$ cat src/rtl/xreg_pkg.sv
package xreg_pkg;
  typedef enum logic [2:0] {
    RI_DATA  = 3'd0,
    RI_ADDR  = 3'd1,
    RI_CMD   = 3'd2,
    RI_FAULT = 3'd3,
    RI_EDATA = 3'd4,
    RI_EADDR = 3'd5,
    RI_ECMD  = 3'd6
  } reg_idx_e;

  typedef enum logic {
    SQ_IDLE = 1'b0,
    SQ_BUSY = 1'b1
  } seq_state_e;
endpackage

$ cat src/rtl/xreg_swap.sv
module xreg_swap #(
  parameter int W = 32
) (
  input  logic [W-1:0] din,
  output logic [W-1:0] dout
);
  localparam int NB = W / 8;

  for (genvar g = 0; g < NB; g++) begin : g_lane
    assign dout[8*g +: 8] = din[8*(NB-1-g) +: 8];
  end
endmodule

$ cat src/rtl/xreg_seq.sv
module xreg_seq
  import xreg_pkg::*;
#(
  parameter int CW = 8
) (
  input  logic          clk,
  input  logic          rst_n,
  input  logic          start,
  input  logic [CW-1:0] cmd_in,
  input  logic          done,
  input  logic          fault,
  output logic          busy,
  output logic [CW-1:0] pend_cmd,
  output logic          fin_ok,
  output logic          fin_err
);
  seq_state_e    state_q, state_d;
  logic [CW-1:0] cmd_q, cmd_d;
  logic          cmd_en;

  always_comb begin
    state_d = state_q;
    cmd_d   = cmd_q;
    cmd_en  = 1'b0;
    unique case (state_q)
      SQ_IDLE: if (start) begin
        state_d = SQ_BUSY;
        cmd_d   = cmd_in;
        cmd_en  = 1'b1;
      end
      SQ_BUSY: if (done || fault) state_d = SQ_IDLE;
      default: state_d = SQ_IDLE;
    endcase
  end

  always_ff @(posedge clk or negedge rst_n) begin
    if (!rst_n) begin
      state_q <= SQ_IDLE;
      cmd_q   <= '0;
    end else begin
      state_q <= state_d;
      if (cmd_en) cmd_q <= cmd_d;
    end
  end

  assign busy     = (state_q == SQ_BUSY);
  assign pend_cmd = cmd_q;
  assign fin_err  = busy && fault;
  assign fin_ok   = busy && done && !fault;
endmodule

$ cat src/rtl/xreg_fault.sv
module xreg_fault #(
  parameter int DW = 32,
  parameter int CW = 8
) (
  input  logic          clk,
  input  logic          rst_n,
  input  logic          set,
  input  logic          clr,
  input  logic [DW-1:0] cap_data,
  input  logic [DW-1:0] cap_addr,
  input  logic [CW-1:0] cap_cmd,
  output logic          flag,
  output logic [DW-1:0] err_data,
  output logic [DW-1:0] err_addr,
  output logic [CW-1:0] err_cmd
);
  logic flag_q, flag_d;
  logic [DW-1:0] edata_q, eaddr_q;
  logic [CW-1:0] ecmd_q;

  always_comb begin
    flag_d = flag_q;
    if (clr) flag_d = 1'b0;
    if (set) flag_d = 1'b1;
  end

  always_ff @(posedge clk or negedge rst_n) begin
    if (!rst_n) begin
      flag_q  <= 1'b0;
      edata_q <= '0;
      eaddr_q <= '0;
      ecmd_q  <= '0;
    end else begin
      flag_q <= flag_d;
      if (set) begin
        edata_q <= cap_data;
        eaddr_q <= cap_addr;
        ecmd_q  <= cap_cmd;
      end
    end
  end

  assign flag     = flag_q;
  assign err_data = edata_q;
  assign err_addr = eaddr_q;
  assign err_cmd  = ecmd_q;
endmodule

$ cat src/rtl/xact_regbank.sv
module xact_regbank
  import xreg_pkg::*;
#(
  parameter int DW    = 32,
  parameter int CW    = 8,
  parameter int IDX_W = 3
) (
  input  logic             clk,
  input  logic             rst_n,
  input  logic             host_sel,
  input  logic             host_wr,
  input  logic [IDX_W-1:0] host_idx,
  input  logic [DW-1:0]    host_wdata,
  output logic [DW-1:0]    host_rdata,
  output logic             host_ready,
  output logic             cache_req,
  output logic [CW-1:0]    cache_cmd,
  output logic [DW-1:0]    cache_addr,
  output logic [DW-1:0]    cache_wdata,
  input  logic [DW-1:0]    cache_rdata,
  input  logic             cache_done,
  input  logic             cache_fault,
  output logic             irq
);
  localparam int SYNC_N = 2;

  logic [SYNC_N-1:0] rst_sync_q;
  logic              rst_q;

  always_ff @(posedge clk or negedge rst_n) begin
    if (!rst_n) rst_sync_q <= '0;
    else        rst_sync_q <= {rst_sync_q[SYNC_N-2:0], 1'b1};
  end
  assign rst_q = rst_sync_q[SYNC_N-1];

  logic [DW-1:0] data_q, data_d, addr_q, addr_d;
  logic [CW-1:0] last_q, last_d;
  logic          data_en, addr_en, last_en;
  logic [DW-1:0] rd_swapped;
  logic          busy, fin_ok, fin_err, start;
  logic [CW-1:0] pend_cmd;
  logic          fault_flag, fault_clr;
  logic [DW-1:0] err_data_q, err_addr_q;
  logic [CW-1:0] err_cmd_q;
  logic          wr_cmd, wr_acc;

  assign wr_cmd     = host_sel && host_wr && (host_idx == RI_CMD);
  assign host_ready = !wr_cmd || fin_ok || fin_err;
  assign wr_acc     = host_sel && host_wr && host_ready;
  assign start      = wr_cmd && !busy;
  assign fault_clr  = wr_acc && (host_idx == RI_FAULT);

  xreg_swap #(.W(DW)) u_tx_swap (.din(data_q),      .dout(cache_wdata));
  xreg_swap #(.W(DW)) u_rx_swap (.din(cache_rdata), .dout(rd_swapped));

  xreg_seq #(.CW(CW)) u_seq (
    .clk     (clk),
    .rst_n   (rst_q),
    .start   (start),
    .cmd_in  (host_wdata[CW-1:0]),
    .done    (cache_done),
    .fault   (cache_fault),
    .busy    (busy),
    .pend_cmd(pend_cmd),
    .fin_ok  (fin_ok),
    .fin_err (fin_err)
  );

  xreg_fault #(.DW(DW), .CW(CW)) u_fault (
    .clk     (clk),
    .rst_n   (rst_q),
    .set     (fin_err),
    .clr     (fault_clr),
    .cap_data(cache_wdata),
    .cap_addr(addr_q),
    .cap_cmd (pend_cmd),
    .flag    (fault_flag),
    .err_data(err_data_q),
    .err_addr(err_addr_q),
    .err_cmd (err_cmd_q)
  );

  always_comb begin
    data_d  = data_q;
    data_en = 1'b0;
    addr_d  = addr_q;
    addr_en = 1'b0;
    last_d  = last_q;
    last_en = 1'b0;
    if (wr_acc && host_idx == RI_DATA) begin
      data_d  = host_wdata;
      data_en = 1'b1;
    end
    if (wr_acc && host_idx == RI_ADDR) begin
      addr_d  = host_wdata;
      addr_en = 1'b1;
    end
    if (fin_ok) begin
      last_d  = pend_cmd;
      last_en = 1'b1;
      if (pend_cmd[0]) begin
        data_d  = rd_swapped;
        data_en = 1'b1;
      end
    end
  end

  always_ff @(posedge clk or negedge rst_q) begin
    if (!rst_q) begin
      data_q <= '0;
      addr_q <= '0;
      last_q <= '0;
    end else begin
      if (data_en) data_q <= data_d;
      if (addr_en) addr_q <= addr_d;
      if (last_en) last_q <= last_d;
    end
  end

  always_comb begin
    host_rdata = '0;
    unique case (host_idx)
      RI_DATA:  host_rdata = data_q;
      RI_ADDR:  host_rdata = addr_q;
      RI_CMD:   host_rdata[CW-1:0] = last_q;
      RI_FAULT: host_rdata[0] = fault_flag;
      RI_EDATA: host_rdata = err_data_q;
      RI_EADDR: host_rdata = err_addr_q;
      RI_ECMD:  host_rdata[CW-1:0] = err_cmd_q;
      default:  host_rdata = '0;
    endcase
  end

  assign cache_req  = busy;
  assign cache_cmd  = pend_cmd;
  assign cache_addr = addr_q;
  assign irq        = fault_flag;
endmodule

$ cat config.mk
export PLATFORM = sky130hd
export DESIGN_NAME = xact_regbank
export DESIGN_NICKNAME = d
export VERILOG_FILES = /design/src/rtl/xreg_pkg.sv /design/src/rtl/xreg_swap.sv /design/src/rtl/xreg_seq.sv /design/src/rtl/xreg_fault.sv /design/src/rtl/xact_regbank.sv
export SDC_FILE = /design/constraint.sdc
export NUM_CORES = 1
export LEC_CHECK = 0
export BUFFER_PORTS_ARGS = -buffer_cell sky130_fd_sc_hd__buf_2
export CAP_MARGIN = 20
export CORE_UTILIZATION = 45
export CTS_CLUSTER_SIZE = 25
export DETAILED_ROUTE_END_ITERATION = 8
export GPL_ROUTABILITY_DRIVEN = 0
export GPL_TIMING_DRIVEN = 0
export PLACE_DENSITY = 0.69
export SYNTH_ARGS = -nofsm -noshare
export SYNTH_HDL_FRONTEND = slang
export SYNTH_SLANG_ARGS = --single-unit
$ cat constraint.sdc
create_clock -name clk -period 5.3 [get_ports clk]
set_input_delay 0.265 -clock clk [delete_from_list [all_inputs] [get_ports clk]]
set_output_delay 0.265 -clock clk [all_outputs]
set_load 0.1 [all_outputs]
### Yosys cells after proc, flatten, opt, wreduce, memory -nomap -nowiden

Cells that the tools add are included.

* output and inout bits: 107
* bits in registers: 156

* bitwise gates (word level): 1
* eq/ne operators: 6
* reductions and logical operators: 21
* multiplexer cells: 17

Operators with widths (count)
* 2-to-1 mux 32 bit: 3
* case mux 24 bit (4 select lines): 1
* case mux 7 bit (6 select lines): 1
* logical AND 1 bit: 10
* 2-to-1 mux 1 bit: 10
* == test 3 bit, second input constant: 3
* case mux 1 bit (7 select lines): 1
* == test 3 x 2 -> 1 bit, second input constant: 2
* AND reduction 2 bit: 2
* == test 3 x 1 -> 1 bit, second input constant: 1
* logical NOT 1 bit: 3
* logical NOT 3 bit: 1
* logical OR 1 bit: 3
* AND reduction 3 bit: 1
* case mux 1 bit (2 select lines): 1
* nonzero test 2 bit: 1
* NOT 1 bit: 1

### Longest topological paths before layout

* depth in word-level cells: 10
* mapped depth: 6
* gate-level depth less buffers: 3

### Modules after synthesis

From an unflattened synthesis, not the netlist that was laid out.

* cells, all modules: 586
* area, all modules: 8041.5 um^2

Modules (own cells, without submodules)
* xact_regbank: cells each 343, times used 1, area an instance 4111.4 um^2, sequential area each 1851.8 um^2
* xreg_fault: cells each 155, times used 1, area an instance 3059.2 um^2, sequential area each 1826.8 um^2
* xreg_swap: cells each 32, times used 2, area an instance 240.2 um^2, sequential area each 0.0 um^2
* xreg_seq: cells each 24, times used 1, area an instance 390.4 um^2, sequential area each 225.2 um^2

### Worst setup path before layout

OpenSTA, ideal clock, no wires.

* path kind: input to output
* from: input port host_idx[0]
* to: output port host_rdata[0]
* data arrival time: 3.289 ns
* setup slack: 1.746 ns
* stages on the path: 6
* path buffers: 3
* cell sequence: clkbuf_1 > buf_2 > nor2b_1 > clkbuf_1 > a2bb2oi_1 > o21ai_0

* cells in the longest elaborated chain, start to end: 2

RTL lines
* from (decl): line xact_regbank.sv:12 `input logic [IDX_W-1:0] host_idx,`
* == test 3 bit, or another cell as far along: line xact_regbank.sv:122 `unique case (host_idx)`
* case mux 1 bit (7 select lines) (*): line xact_regbank.sv:122
* to (decl): line xact_regbank.sv:14 `output logic [DW-1:0] host_rdata,`

Mark *: on every way between the ends. The rest lies on a longest branch, timed or not.

### Worst setup path in the final report

Ends and elaborated chain as after synthesis.

==> summary by stage <==
Timing
The count of final hold-check violations was 0. After layout, the worst setup slack is 2730 ps. Counting I/O delays and the setup requirement, the final critical path takes 2570 ps. Setup violations remaining at the end of the flow were counted as 0. The worst pin sits at a relative slew slack of 0.477. The total count of max-transition violations in the final report is 0. Clock skew on the completed layout was measured at 9.44 ps. For the pin with the worst max-slew slack, the measured transition is 785 ps. In the finished design, the share of the clock period the worst path needs comes to 0.484.

Setup repair after global routing left no endpoint under its margin. The highest achievable clock rate is 390 MHz.

Global route
The pin count of the biggest net entering global routing is 69. The initial antenna violation count was 0. The first-pass GRT wire length is 32.6 mm. The number of global-route vias before repair is 5,685. In the global route stage, overall resource usage came out at 0.269. The total overflow left after global routing is 0.

Worst setup path
The data arrival time of the critical path is 2300 ps. For the worst flop-to-flop path, the logic depth is 5. The critical path class is primary input to primary output. In this run the critical register-to-register path is captured at data_q[0].

The reg-to-reg startpoint is u_seq.busy. The launch point of the worst path is host_idx[0]. The end point of the critical path is host_rdata[0]. The reg-to-reg setup timing slack is 3270 ps.

The worst setup path is captured at a primary output. The critical path data required time is 5040 ps. Of all nets on the critical path, the largest fanout is 10. The startpoint kind of the worst setup timing path is a primary input.

Floorplan
The width of the die is 129 um. The placeable core region is 15,800 um2. The number of standard-cell rows in the floorplan is 46.

Pin placement for this block handled 180 I/O pins. The initial utilization of the core area, before any placement, comes to 0.461. The die footprint is 16,700 um2. The die is 129 um tall.

Detailed routing
The routed layout has 5,735 vias. The post-detailed-route count of antenna-violating nets is 0. The per-cell via count in the routed design is 5.76. In the routed design, unresolved DRC markers number 0. The number of iterations in the first detailed-routing pass is 5. The aggregate routed wire length is 21.7 mm.

The first routing iteration left 365 violations. The average detailed-routed wire length per instance is 21.8 um.

Power and ir drop
The combinational share of power is 0.422. The final total power is 4.99 mW. The leakage power is 4.35 nW.

The internal power of the cells totals 2.61 mW. The share of total power dissipated in the clock network is 0.232. Dividing total power by cell area gives a power density of 549 nW/um2.

The share of total power consumed by net switching is 0.477. Across the VDD grid, the largest voltage drop is 277 uV. The analysis attributes to net switching a power of 2.38 mW. The proportion of power drawn by flip-flops and latches is 0.347.

Yosys
The number of warnings reported in the yosys synthesis log is 0. The count of different cell masters after synthesis is 30. The share of Yosys cell area claimed by the top area cell type is 0.535. The post-synthesis async set-or-reset flop share is 1.00. The fraction of the yosys area taken by sequential cells is 0.535. The number of register bits inferred by synthesis is 156. The library cell with the largest summed area after synthesis is dfrtp_1. Sorting the synthesized cells by area gives the leading types as dfrtp_1 54%, mux2_2 19%, mux4_2 7.7%, a31oi_1 2.7%, nand3_1 2.6%. A synthesized cell averages 12.9 um2. Among all cell types in the netlist, the one instantiated most often is dfrtp_1. In this run the cell area of the synthesized design comes to 7300 um2. Ranked by instance count, the synthesized netlist is headed by 156 x dfrtp_1, 120 x mux2_2, 38 x nand3_1. The count of mapped cells out of synthesis is 566. The most used flip-flop cell after synthesis is dfrtp_1. The synthesized netlist net count is 639. Counting flops with a built-in enable in the synthesized netlist gives 0.

CTS
The maximum number of buffers from clock root to sink is 2. Gates resized during post-CTS repair numbered 0. The H-tree depth reported by CTS is 4. The clock-pin slew on the worst setup and hold paths is 60 ps. The TritonCTS clock tree is built. Clock tree synthesis inserted a total of 17 buffers. The clock net in this run drives a total of 156 sinks. The buffers inserted during post-CTS setup optimization is 0. The number of hold buffers added after CTS was 1.

The source-to-sink clock delay at the later pin of the worst-skew pair is 430 ps. The root buffer cell chosen for the clock tree is clkbuf_16.

Placed design
Buffers placed on the I/O ports in this run total 177. OpenSTA, run right after detailed placement, puts the worst setup slack at 2760 ps. The cell area reported after detailed placement is 8510 um2.

Counting tap cells, the placed design contains a total of 961 instances. After legalization and detailed placement, the total HPWL measured 15.5 mm.

Finish
The count of fill cells added during filler insertion is 1,316. For this run, the post-layout net count is 838. The fraction of final layout cells sized beyond drive strength 1 is 0.483. With fillers left out, the area of the finished cells amounts to 9080 um2.

The synthesis-to-finish area growth is 24.5%. The post-route non-filler standard cell count is 995.

Outcome
The flow ran to the end, and the final reports show no timing, DRC or antenna violations.

Worst hold path
The start point of the worst min-delay path is host_wdata[27]. The worst hold path class is primary input to flop.

Flow run
The number of maximum-capacitance constraint violations is 0.
[area by class of cell]
type / instances / area [um2] / area share
flip-flops and latches: 156 / 3910 / 0.430
multi-input cells: 362 / 3190 / 0.351
repair buffers: 180 / 951 / 0.105
clock buffers: 18 / 439 / 0.0484
well taps: 216 / 270 / 0.0298
plain buffers: 47 / 203 / 0.0223
clock inverters: 14 / 119 / 0.0131
inverters: 1 / 3.75 / 0.000413
diodes: 1 / 2.50 / 0.000276
[cells by family after synthesis]
group / after synthesis / share of synthesized area
buffers and inverters: 48 / 0.0283
multiplexers: 154 / 0.280
AND/OR/NAND/NOR: 117 / 0.0808
flip-flops: 156 / 0.535
other: 1 / 0.000514
AO/OA/AOI/OAI: 90 / 0.0751
[layer usage]
| metal | vias up | wire (um) | part of all wire | global-route usage |
|---|---|---|---|---|
| li1 | 2491 | - | - | - |
| met1 | 2928 | 9380 | 0.43 | 0.363 |
| met2 | 271 | 10500 | 0.48 | 0.426 |
| met3 | 45 | 1150 | 0.053 | 0.0479 |
| met4 | 0 | 658 | 0.030 | 0.121 |
| met5 | - | 0 | 0 | 0 |
[layout by cell type (no fill, tap or decap), types with 2 or more instances in the layout]
cell / netlist / routed
buf_16: 0 / 2
o221ai_1: 5 / 5
a22oi_1: 13 / 13
nand2b_1: 2 / 2
clkinvlp_4: 0 / 5
o21ai_0: 36 / 36
clkinv_2: 0 / 5
inv_6: 0 / 2
clkbuf_16: 0 / 17
o22ai_1: 2 / 2
nand3_1: 38 / 38
and3b_1: 2 / 2
mux4_2: 25 / 25
buf_6: 2 / 2
nand3b_1: 2 / 2
nand2_1: 6 / 6
clkbuf_1: 35 / 35
nor2b_1: 27 / 27
buf_2: 8 / 185
dfrtp_1: 156 / 155
a31oi_1: 32 / 32
mux2_4: 8 / 8
mux2_2: 120 / 120
nor2_1: 36 / 36
[through the flow]
step | utilization | TNS (ps) | hold slack [ps]
detailed placement | 0.538 | 0 | 51.8
CTS | 0.574 | 0 | 69.5
finish | 0.574 | 0 | 88.3
global placement | 0.534 | -148400 | 50.0
floorplan | - | 0 | -30.6
global route | 0.574 | 0 | 82.7
[registers in the layout, summed over array words and instances (netlist names)]
signal	count
u_fault.err_data	32
u_seq.busy	1
cache_addr	32
data_q	32
last_q	8
rst_sync_q	2
u_fault.err_addr	32
u_fault.flag	1
u_fault.err_cmd	8
u_seq.pend_cmd	8
[how the worst min path moves through the flow]
stage / endpoint / cells past startpoint
final: cache_addr[27] / 2
after global routing: cache_addr[13] / 2
after CTS: cache_addr[27] / 2
after detailed placement: rst_sync_q[0] / 1
after global placement: rst_sync_q[0] / 1
after floorplan: rst_sync_q[0] / 0
[power by group through the flow]
| stage | clock network (mW) | logic, mW | registers [mW] |
|---|---|---|---|
| after detailed placement | 0 | 2.11 | 1.74 |
| after global routing | 1.22 | 2.18 | 1.76 |
| after floorplan | 0 | 0.760 | 2.67 |
| after CTS | 1.17 | 2.11 | 1.72 |
| after global placement | 0 | 2.06 | 1.74 |
| final | 1.16 | 2.10 | 1.73 |
[worst max-delay path, cell delays in order]
cell       delay (ps)
clkbuf_1          180
buf_2             360
nor2b_1           180
clkbuf_1          370
a2bb2oi_1         120
o21ai_0           330
buf_2             500
No activity file was read; power rests on OpenSTA's default activity.
